### config.mk
export PLATFORM = sky130hd
export DESIGN_NAME = som_thread_sched
export DESIGN_NICKNAME = d
export VERILOG_FILES = /design/src/rtl/sched_pkg.sv /design/src/rtl/sched_ctrl.sv /design/src/rtl/sched_state.sv /design/src/rtl/som_thread_sched.sv
export SDC_FILE = /design/constraint.sdc
export NUM_CORES = 1
export LEC_CHECK = 0
export BUFFER_PORTS_ARGS = -buffer_cell sky130_fd_sc_hd__buf_2
export CAP_MARGIN = 5
export CORE_MARGIN = 4
export CORE_UTILIZATION = 52
export DETAILED_ROUTE_END_ITERATION = 8
export PLACE_DENSITY = 0.85
export SLEW_MARGIN = 20
export SYNTH_ARGS = -nofsm -noshare
export SYNTH_HDL_FRONTEND = slang
export SYNTH_SLANG_ARGS = --single-unit
### constraint.sdc
create_clock -name clk -period 3.05 [get_ports clk]
set_input_delay 0.4575 -clock clk [delete_from_list [all_inputs] [get_ports clk]]
set_output_delay 0.4575 -clock clk [all_outputs]
set_load 0.1 [all_outputs]
### src/rtl/sched_pkg.sv
package sched_pkg;
  // Strobes from the control to the thread-state datapath for one cycle.
  typedef struct packed {
    logic setActive;
    logic clrActive;
    logic setSusp;
    logic clrSusp;
    logic push;
    logic pop;
    logic bcast;
    logic idle;
  } strobe_t;
endpackage

### src/rtl/sched_ctrl.sv
module sched_ctrl
  import sched_pkg::*;
#(
  parameter int NUM_THREADS = 4,
  parameter int TID_W = 2
) (
  input  logic                   clk,
  input  logic                   rst,
  input  logic                   modeSom,
  input  logic                   actReq,
  input  logic [TID_W-1:0]       actId,
  input  logic                   missReq,
  input  logic [TID_W-1:0]       missId,
  input  logic                   wakeReq,
  input  logic [TID_W-1:0]       wakeId,
  input  logic [NUM_THREADS-1:0] activeMask,
  input  logic [NUM_THREADS-1:0] suspMask,
  input  logic [NUM_THREADS-1:0] queuedMask,
  input  logic                   qEmpty,
  input  logic [TID_W-1:0]       headId,
  input  logic [TID_W-1:0]       curId,
  input  logic                   curValid,
  output strobe_t                stb,
  output logic [TID_W-1:0]       stbId
);
  localparam int SLOTS = 1 << TID_W;

  logic [SLOTS-1:0] actPad, suspPad, queuePad, validPad;
  logic promotePending, promoteNext;
  logic missHit, reqHit;
  logic [TID_W-1:0] reqId;
  int activeCount;

  assign actPad   = SLOTS'(activeMask);
  assign suspPad  = SLOTS'(suspMask);
  assign queuePad = SLOTS'(queuedMask);
  assign validPad = SLOTS'({NUM_THREADS{1'b1}});
  assign activeCount = $countones(activeMask);

  function automatic logic bcastGate(input logic som, input int cnt,
                                     input logic cv, input logic [TID_W-1:0] cid,
                                     input logic [TID_W-1:0] id);
    return !som || (cnt == 0) || (cv && (cid == id));
  endfunction

  always_comb begin
    missHit = missReq && actPad[missId];
    reqHit  = 1'b0;
    reqId   = actId;
    if (actReq && validPad[actId]) begin
      reqHit = 1'b1;
      reqId  = actId;
    end else if (wakeReq && suspPad[wakeId]) begin
      reqHit = 1'b1;
      reqId  = wakeId;
    end
  end

  always_comb begin
    stb = '0;
    stbId = '0;
    promoteNext = 1'b0;
    if (promotePending) begin
      if (!qEmpty) begin
        stb.pop = 1'b1;
        stb.setActive = 1'b1;
        stbId = headId;
        stb.bcast = bcastGate(modeSom, activeCount, curValid, curId, headId);
      end else begin
        stb.idle = 1'b1;
      end
    end else if (missHit) begin
      stb.clrActive = 1'b1;
      stb.setSusp = 1'b1;
      stbId = missId;
      promoteNext = 1'b1;
    end else if (reqHit) begin
      stbId = reqId;
      if (actPad[reqId]) begin
        stb.bcast = bcastGate(modeSom, activeCount, curValid, curId, reqId);
      end else if (!queuePad[reqId]) begin
        stb.clrSusp = 1'b1;
        if (modeSom && activeCount == 1) begin
          stb.push = 1'b1;
        end else begin
          stb.setActive = 1'b1;
          stb.bcast = bcastGate(modeSom, activeCount, curValid, curId, reqId);
        end
      end
    end
  end

  always_ff @(posedge clk) begin
    if (rst) promotePending <= 1'b0;
    else     promotePending <= promoteNext;
  end

  AST_PROMOTE_AFTER_MISS: assert property (@(posedge clk) disable iff (rst)
    stb.pop |-> $past(stb.clrActive && stb.setSusp));
  AST_IDLE_AFTER_MISS: assert property (@(posedge clk) disable iff (rst)
    stb.idle |-> $past(stb.clrActive));
  AST_MISS_NO_BCAST: assert property (@(posedge clk) disable iff (rst)
    stb.clrActive |-> !stb.bcast && !stb.setActive);
endmodule

### src/rtl/sched_state.sv
module sched_state
  import sched_pkg::*;
#(
  parameter int NUM_THREADS = 4,
  parameter int TID_W = 2
) (
  input  logic                   clk,
  input  logic                   rst,
  input  strobe_t                stb,
  input  logic [TID_W-1:0]       stbId,
  output logic [NUM_THREADS-1:0] activeMask,
  output logic [NUM_THREADS-1:0] suspMask,
  output logic [NUM_THREADS-1:0] queuedMask,
  output logic                   qEmpty,
  output logic [TID_W-1:0]       headId,
  output logic [TID_W-1:0]       curId,
  output logic                   curValid,
  output logic                   bcastValid,
  output logic [TID_W-1:0]       bcastId,
  output logic                   idlePulse
);
  localparam int CNT_W = $clog2(NUM_THREADS + 1);

  logic [TID_W-1:0] queueMem [NUM_THREADS];
  logic [TID_W-1:0] wrPtr, rdPtr;
  logic [CNT_W-1:0] qCount;

  function automatic logic [TID_W-1:0] bump(input logic [TID_W-1:0] p);
    return (p == TID_W'(NUM_THREADS - 1)) ? '0 : p + 1'b1;
  endfunction

  for (genvar g = 0; g < NUM_THREADS; g++) begin : gThread
    always_ff @(posedge clk) begin
      if (rst) begin
        activeMask[g] <= 1'b0;
        suspMask[g]   <= 1'b0;
        queuedMask[g] <= 1'b0;
      end else if (stbId == TID_W'(g)) begin
        if (stb.setActive)      activeMask[g] <= 1'b1;
        else if (stb.clrActive) activeMask[g] <= 1'b0;
        if (stb.setSusp)        suspMask[g] <= 1'b1;
        else if (stb.clrSusp)   suspMask[g] <= 1'b0;
        if (stb.push)           queuedMask[g] <= 1'b1;
        else if (stb.pop)       queuedMask[g] <= 1'b0;
      end
    end
  end

  always_ff @(posedge clk) begin
    if (rst) begin
      wrPtr  <= '0;
      rdPtr  <= '0;
      qCount <= '0;
    end else begin
      if (stb.push) begin
        queueMem[wrPtr] <= stbId;
        wrPtr  <= bump(wrPtr);
        qCount <= qCount + 1'b1;
      end else if (stb.pop && qCount != 0) begin
        rdPtr  <= bump(rdPtr);
        qCount <= qCount - 1'b1;
      end
    end
  end

  assign qEmpty = (qCount == 0);
  assign headId = queueMem[rdPtr];

  always_comb begin
    curId = '0;
    for (int i = NUM_THREADS - 1; i >= 0; i--) begin
      if (activeMask[i]) curId = TID_W'(i);
    end
  end
  assign curValid = |activeMask;

  always_ff @(posedge clk) begin
    if (rst) begin
      bcastValid <= 1'b0;
      bcastId    <= '0;
      idlePulse  <= 1'b0;
    end else begin
      bcastValid <= stb.bcast;
      bcastId    <= stbId;
      idlePulse  <= stb.idle;
    end
  end

  AST_NO_DUPLICATE: assert property (@(posedge clk) disable iff (rst)
    (queuedMask & activeMask) == '0);
  AST_QUEUE_BOUND: assert property (@(posedge clk) disable iff (rst)
    qCount == CNT_W'($countones(queuedMask)));
  AST_SUSP_EXCLUSIVE: assert property (@(posedge clk) disable iff (rst)
    (suspMask & activeMask) == '0);
  AST_IDLE_ONE_CYCLE: assert property (@(posedge clk) disable iff (rst)
    idlePulse |=> !idlePulse);
  AST_IDLE_KEEPS_STATE: assert property (@(posedge clk) disable iff (rst)
    idlePulse |-> $stable(activeMask));
endmodule

### src/rtl/som_thread_sched.sv
module som_thread_sched
  import sched_pkg::*;
#(
  parameter int NUM_THREADS = 4,
  localparam int TID_W = (NUM_THREADS > 1) ? $clog2(NUM_THREADS) : 1,
  localparam int ID_W = TID_W + 1
) (
  input  logic                   clk,
  input  logic                   rst,
  input  logic                   modeSom,
  input  logic                   actReq,
  input  logic [TID_W-1:0]       actId,
  input  logic                   missReq,
  input  logic [TID_W-1:0]       missId,
  input  logic                   wakeReq,
  input  logic [TID_W-1:0]       wakeId,
  output logic [ID_W-1:0]        activeId,
  output logic                   activeValid,
  output logic [NUM_THREADS-1:0] activeMask,
  output logic [NUM_THREADS-1:0] suspMask,
  output logic                   bcastValid,
  output logic [TID_W-1:0]       bcastId,
  output logic                   idle
);
  localparam logic MULTI = (NUM_THREADS > 1);

  strobe_t stb;
  logic [TID_W-1:0] stbId, headId, curId;
  logic [NUM_THREADS-1:0] queuedMask;
  logic qEmpty, curValid, modeEff;

  assign modeEff = MULTI && modeSom;

  sched_ctrl #(.NUM_THREADS(NUM_THREADS), .TID_W(TID_W)) uCtrl (
    .clk(clk), .rst(rst), .modeSom(modeEff),
    .actReq(actReq), .actId(actId),
    .missReq(missReq), .missId(missId),
    .wakeReq(wakeReq), .wakeId(wakeId),
    .activeMask(activeMask), .suspMask(suspMask), .queuedMask(queuedMask),
    .qEmpty(qEmpty), .headId(headId), .curId(curId), .curValid(curValid),
    .stb(stb), .stbId(stbId)
  );

  sched_state #(.NUM_THREADS(NUM_THREADS), .TID_W(TID_W)) uState (
    .clk(clk), .rst(rst), .stb(stb), .stbId(stbId),
    .activeMask(activeMask), .suspMask(suspMask), .queuedMask(queuedMask),
    .qEmpty(qEmpty), .headId(headId), .curId(curId), .curValid(curValid),
    .bcastValid(bcastValid), .bcastId(bcastId), .idlePulse(idle)
  );

  assign activeValid = curValid;
  assign activeId = curValid ? {1'b0, curId} : '1;

  AST_INVALID_WHEN_NONE: assert property (@(posedge clk) disable iff (rst)
    !activeValid |-> (activeId == '1));
  AST_SOM_SINGLE_BCAST: assert property (@(posedge clk) disable iff (rst)
    (bcastValid && modeEff && $past(modeEff)) |-> activeValid && (activeMask[bcastId]));
endmodule

==> reports/results.txt <==
Starting Density: 55.1%
Critical path endpoint category: register
CP Class: reg2reg
Slowest CP cell: fa_1
Final Cycle Share: 95.5%
Seq/Total Area, Yosys: 36.9%
Core area: 3740 um2
Combinational Power Share: 36.7%
Total power: 1.41 mW
Final TNS setup: 0 ps
CP Max Fanout: 7
DRC Markers: 0
Ys flop type: dfxtp_1
Synth area leaders: dfxtp_1 25%, edfxtp_1 12%, ha_1 7.3%, a32o_1 3.4%, mux4_2 3.3%
CP cell instances: inv_2 -> ha_4 -> ha_1 -> fa_1 -> nor2_1 -> nand3_2 -> nor2_4 -> nand2_2 -> fa_2 -> a31oi_1 -> mux2_2
Final #Nets: 274
Gpl congestion: 0.972
Root Buffer Master: clkbuf_8
Layout fillers: 312
DIE WIDTH: 71.0 um
Port Buffers: 27
Die area: 5040 um2
Chip height: 71.0 um
Cell taking the most area after synthesis: dfxtp_1
Dpl cells: 287
Detail Route Antenna Nets: 0
Synth top cells by count: 26 x dfxtp_1, 17 x nand2_1, 17 x nor2_1
Count of pins over their slew limit: 0
Switch share: 39.5%
Worst Tran Pin Value: 570 ps
Area Growth Syn to Fin: 20.7%
CP Launch Type: register
Layout cells sized above 1: 36.9%
Internal power: 0.852 mW
First-pass GRT wire length: 8470 um
Fin. Hold Viols: 0
Total CTS buffers: 5
YS warnings: 0
Sequential Area: 781 um2
Clk Latency, worst-skew pair: 290 ps
CTS max path bufs: 2
DPL Wire Length: 3870 um
Setup Skew: 10.7 ps
Largest net degree at the start of global routing: 21
Max-Cap Viols: 0
Setup violators final: 0
DR iter-0 viols: 224
Hold_buf cts: 0
Syn avg cell area: 9.87 um2
Delay of the slowest critical-path stage: 460 ps
RSZ-0062 raised after global routing: no
Core Rows: 22
GRT Util Overall: 21.4%
Number of antenna violations at the first check in global routing: 0
Wire per inst: 17.2 um
CTS tree: built
Clock sinks: 34
EDFF count, synth: 8
Ports: 28
Via Count: 1821
Initial DRT Pass Iterations: 4
Cell area after layout: 2490 um2
Post_cts resized: 0
Slew headroom: 61.6%
Grt ovf: 0
Outcome: complete, no violations
Psw: 0.556 mW
LEAKAGE: 1.02 nW
Fin util: 66.5%
Top-area cell type share of the netlist area: 25.2%
Clk pwr share: 27.5%
Data required time of the worst path: 3230 ps
Maximum operating frequency: 0.343 GHz
Grt met2 use: 33.5%
Arr. time, crit path: 3090 ps
Post-Syn Nets: 235
Area of the multi-input gates: 1240 um2
Min-Delay Path Class: reg2reg
Seq pwr share: 35.8%
Syn Inst Count: 209
Met3 GRT Util: 5.54%
Final worst path period need: 2910 ps
Routed wire length: 5120 um
Yosys cell types: 58
Synthesized cell area: 2060 um2
Peak supply drop: 0.383 mV
GR Util met1: 28.9%
CTS H-tree lvls: 2
Vias in the first global route: 1758
Area after DPL: 2360 um2
Clock transition at path regs: 70 ps
Synth Register Bits: 34
Post-synth ARST share: 0%
PwrDens: 565 nW/um2
Count leader, synth: dfxtp_1
Detailed-route vias per instance: 6.13
Most Used Layer, Global Route: met2
Diode count: 0
Final non-filler cell total: 297
[power groups by stage]
stage / clock [mW] / combinational (mW) / sequential [mW]
after global placement: 0 / 0.498 / 0.511
after floorplan: 0 / 0.331 / 0.584
after global routing: 0.412 / 0.553 / 0.506
after detailed placement: 0 / 0.507 / 0.513
after CTS: 0.388 / 0.509 / 0.503
final: 0.388 / 0.516 / 0.504
[final timing paths]
kind | start | to | slack [ps] | cells after the start
max | uState.activeMask[0] | uState.qCount[2] | 140 | 11
min | uState.rdPtr[1] | register | 500 | 2
max reg2reg | uState.activeMask[0] | uState.qCount[2] | 140 | 11
min reg2reg | uState.rdPtr[1] | register | 500 | 2
[worst max-delay path: cells and delay by family (launching register included)]
kind,cells,cell delay [ps]
adders and majority gates,4,1260
and+or+nand+nor,4,530
DFF,1,390
muxes,1,350
AOI/OAI and AO/OA,1,190
buffers and inverters,1,70
[stage by stage]
stage / hold WS, ps / worst slack [ps]
after global placement: 470 / 92.4
final: 502 / 139
after floorplan: 454 / 1.82
after CTS: 500 / 44.1
after detailed placement: 485 / 76.0
after global routing: 522 / 7.87
[final cells by class]
class,instances,area share (%)
multi-input combinational,155,49.9
sequential,34,31.4
timing repair buffer,40,9.35
clock buffer,8,4.42
inverter,12,2.56
tap,48,2.41
[flip-flops by register name, indices dropped and copies added (netlist names), named ones only]
signal,flops
uState.queueMem,8
uState.qCount,3
uState.idlePulse,1
uState.activeMask,4
uState.queuedMask,4
uCtrl.promotePending,1
uState.rdPtr,2
uState.wrPtr,2
uState.bcastId,2
uState.bcastValid,1
uState.suspMask,4
[layout by cell type (no fill, tap or decap), drive strengths merged, types with 3 or more instances in the layout]
cell type  Yosys  routed
clkbuf         4       8
nor2          17      17
a32o           7       7
and2           6       6
ha            12      12
dfxtp         26      26
nand3          7       7
o311ai         4       4
nand2         18      18
nand4          4       4
inv           11      10
or3            3       3
mux2           3       3
a31oi          3       3
o21ai          8       8
a21oi          6       6
edfxtp         8       8
mux4           4       4
mux2i          5       5
or2            5       5
o22ai          3       3
buf            4      40
nor3           6       6
[kinds of logic after synthesis]
logic type	synth area share, %
AND/OR/NAND/NOR	19.3
flip-flops	36.9
AO/OA/AOI/OAI	19.2
XOR/XNOR	1.70
adder cells (fa/ha/maj)	9.22
buffers and inverters	5.09
multiplexers	8.61
[what timing repair did]
action	CTS	global route
buffers inserted	0	2
endpoints found under the hold margin	0	0
endpoints found under the setup margin	0	1
[layer usage]
layer / routed length, um / part of all wire [%]
met2: 2400 / 47
met3: 433 / 8.5
met5: 0 / 0
met1: 2170 / 42
met4: 120 / 2.3
No activity file was read; power rests on OpenSTA's default activity.
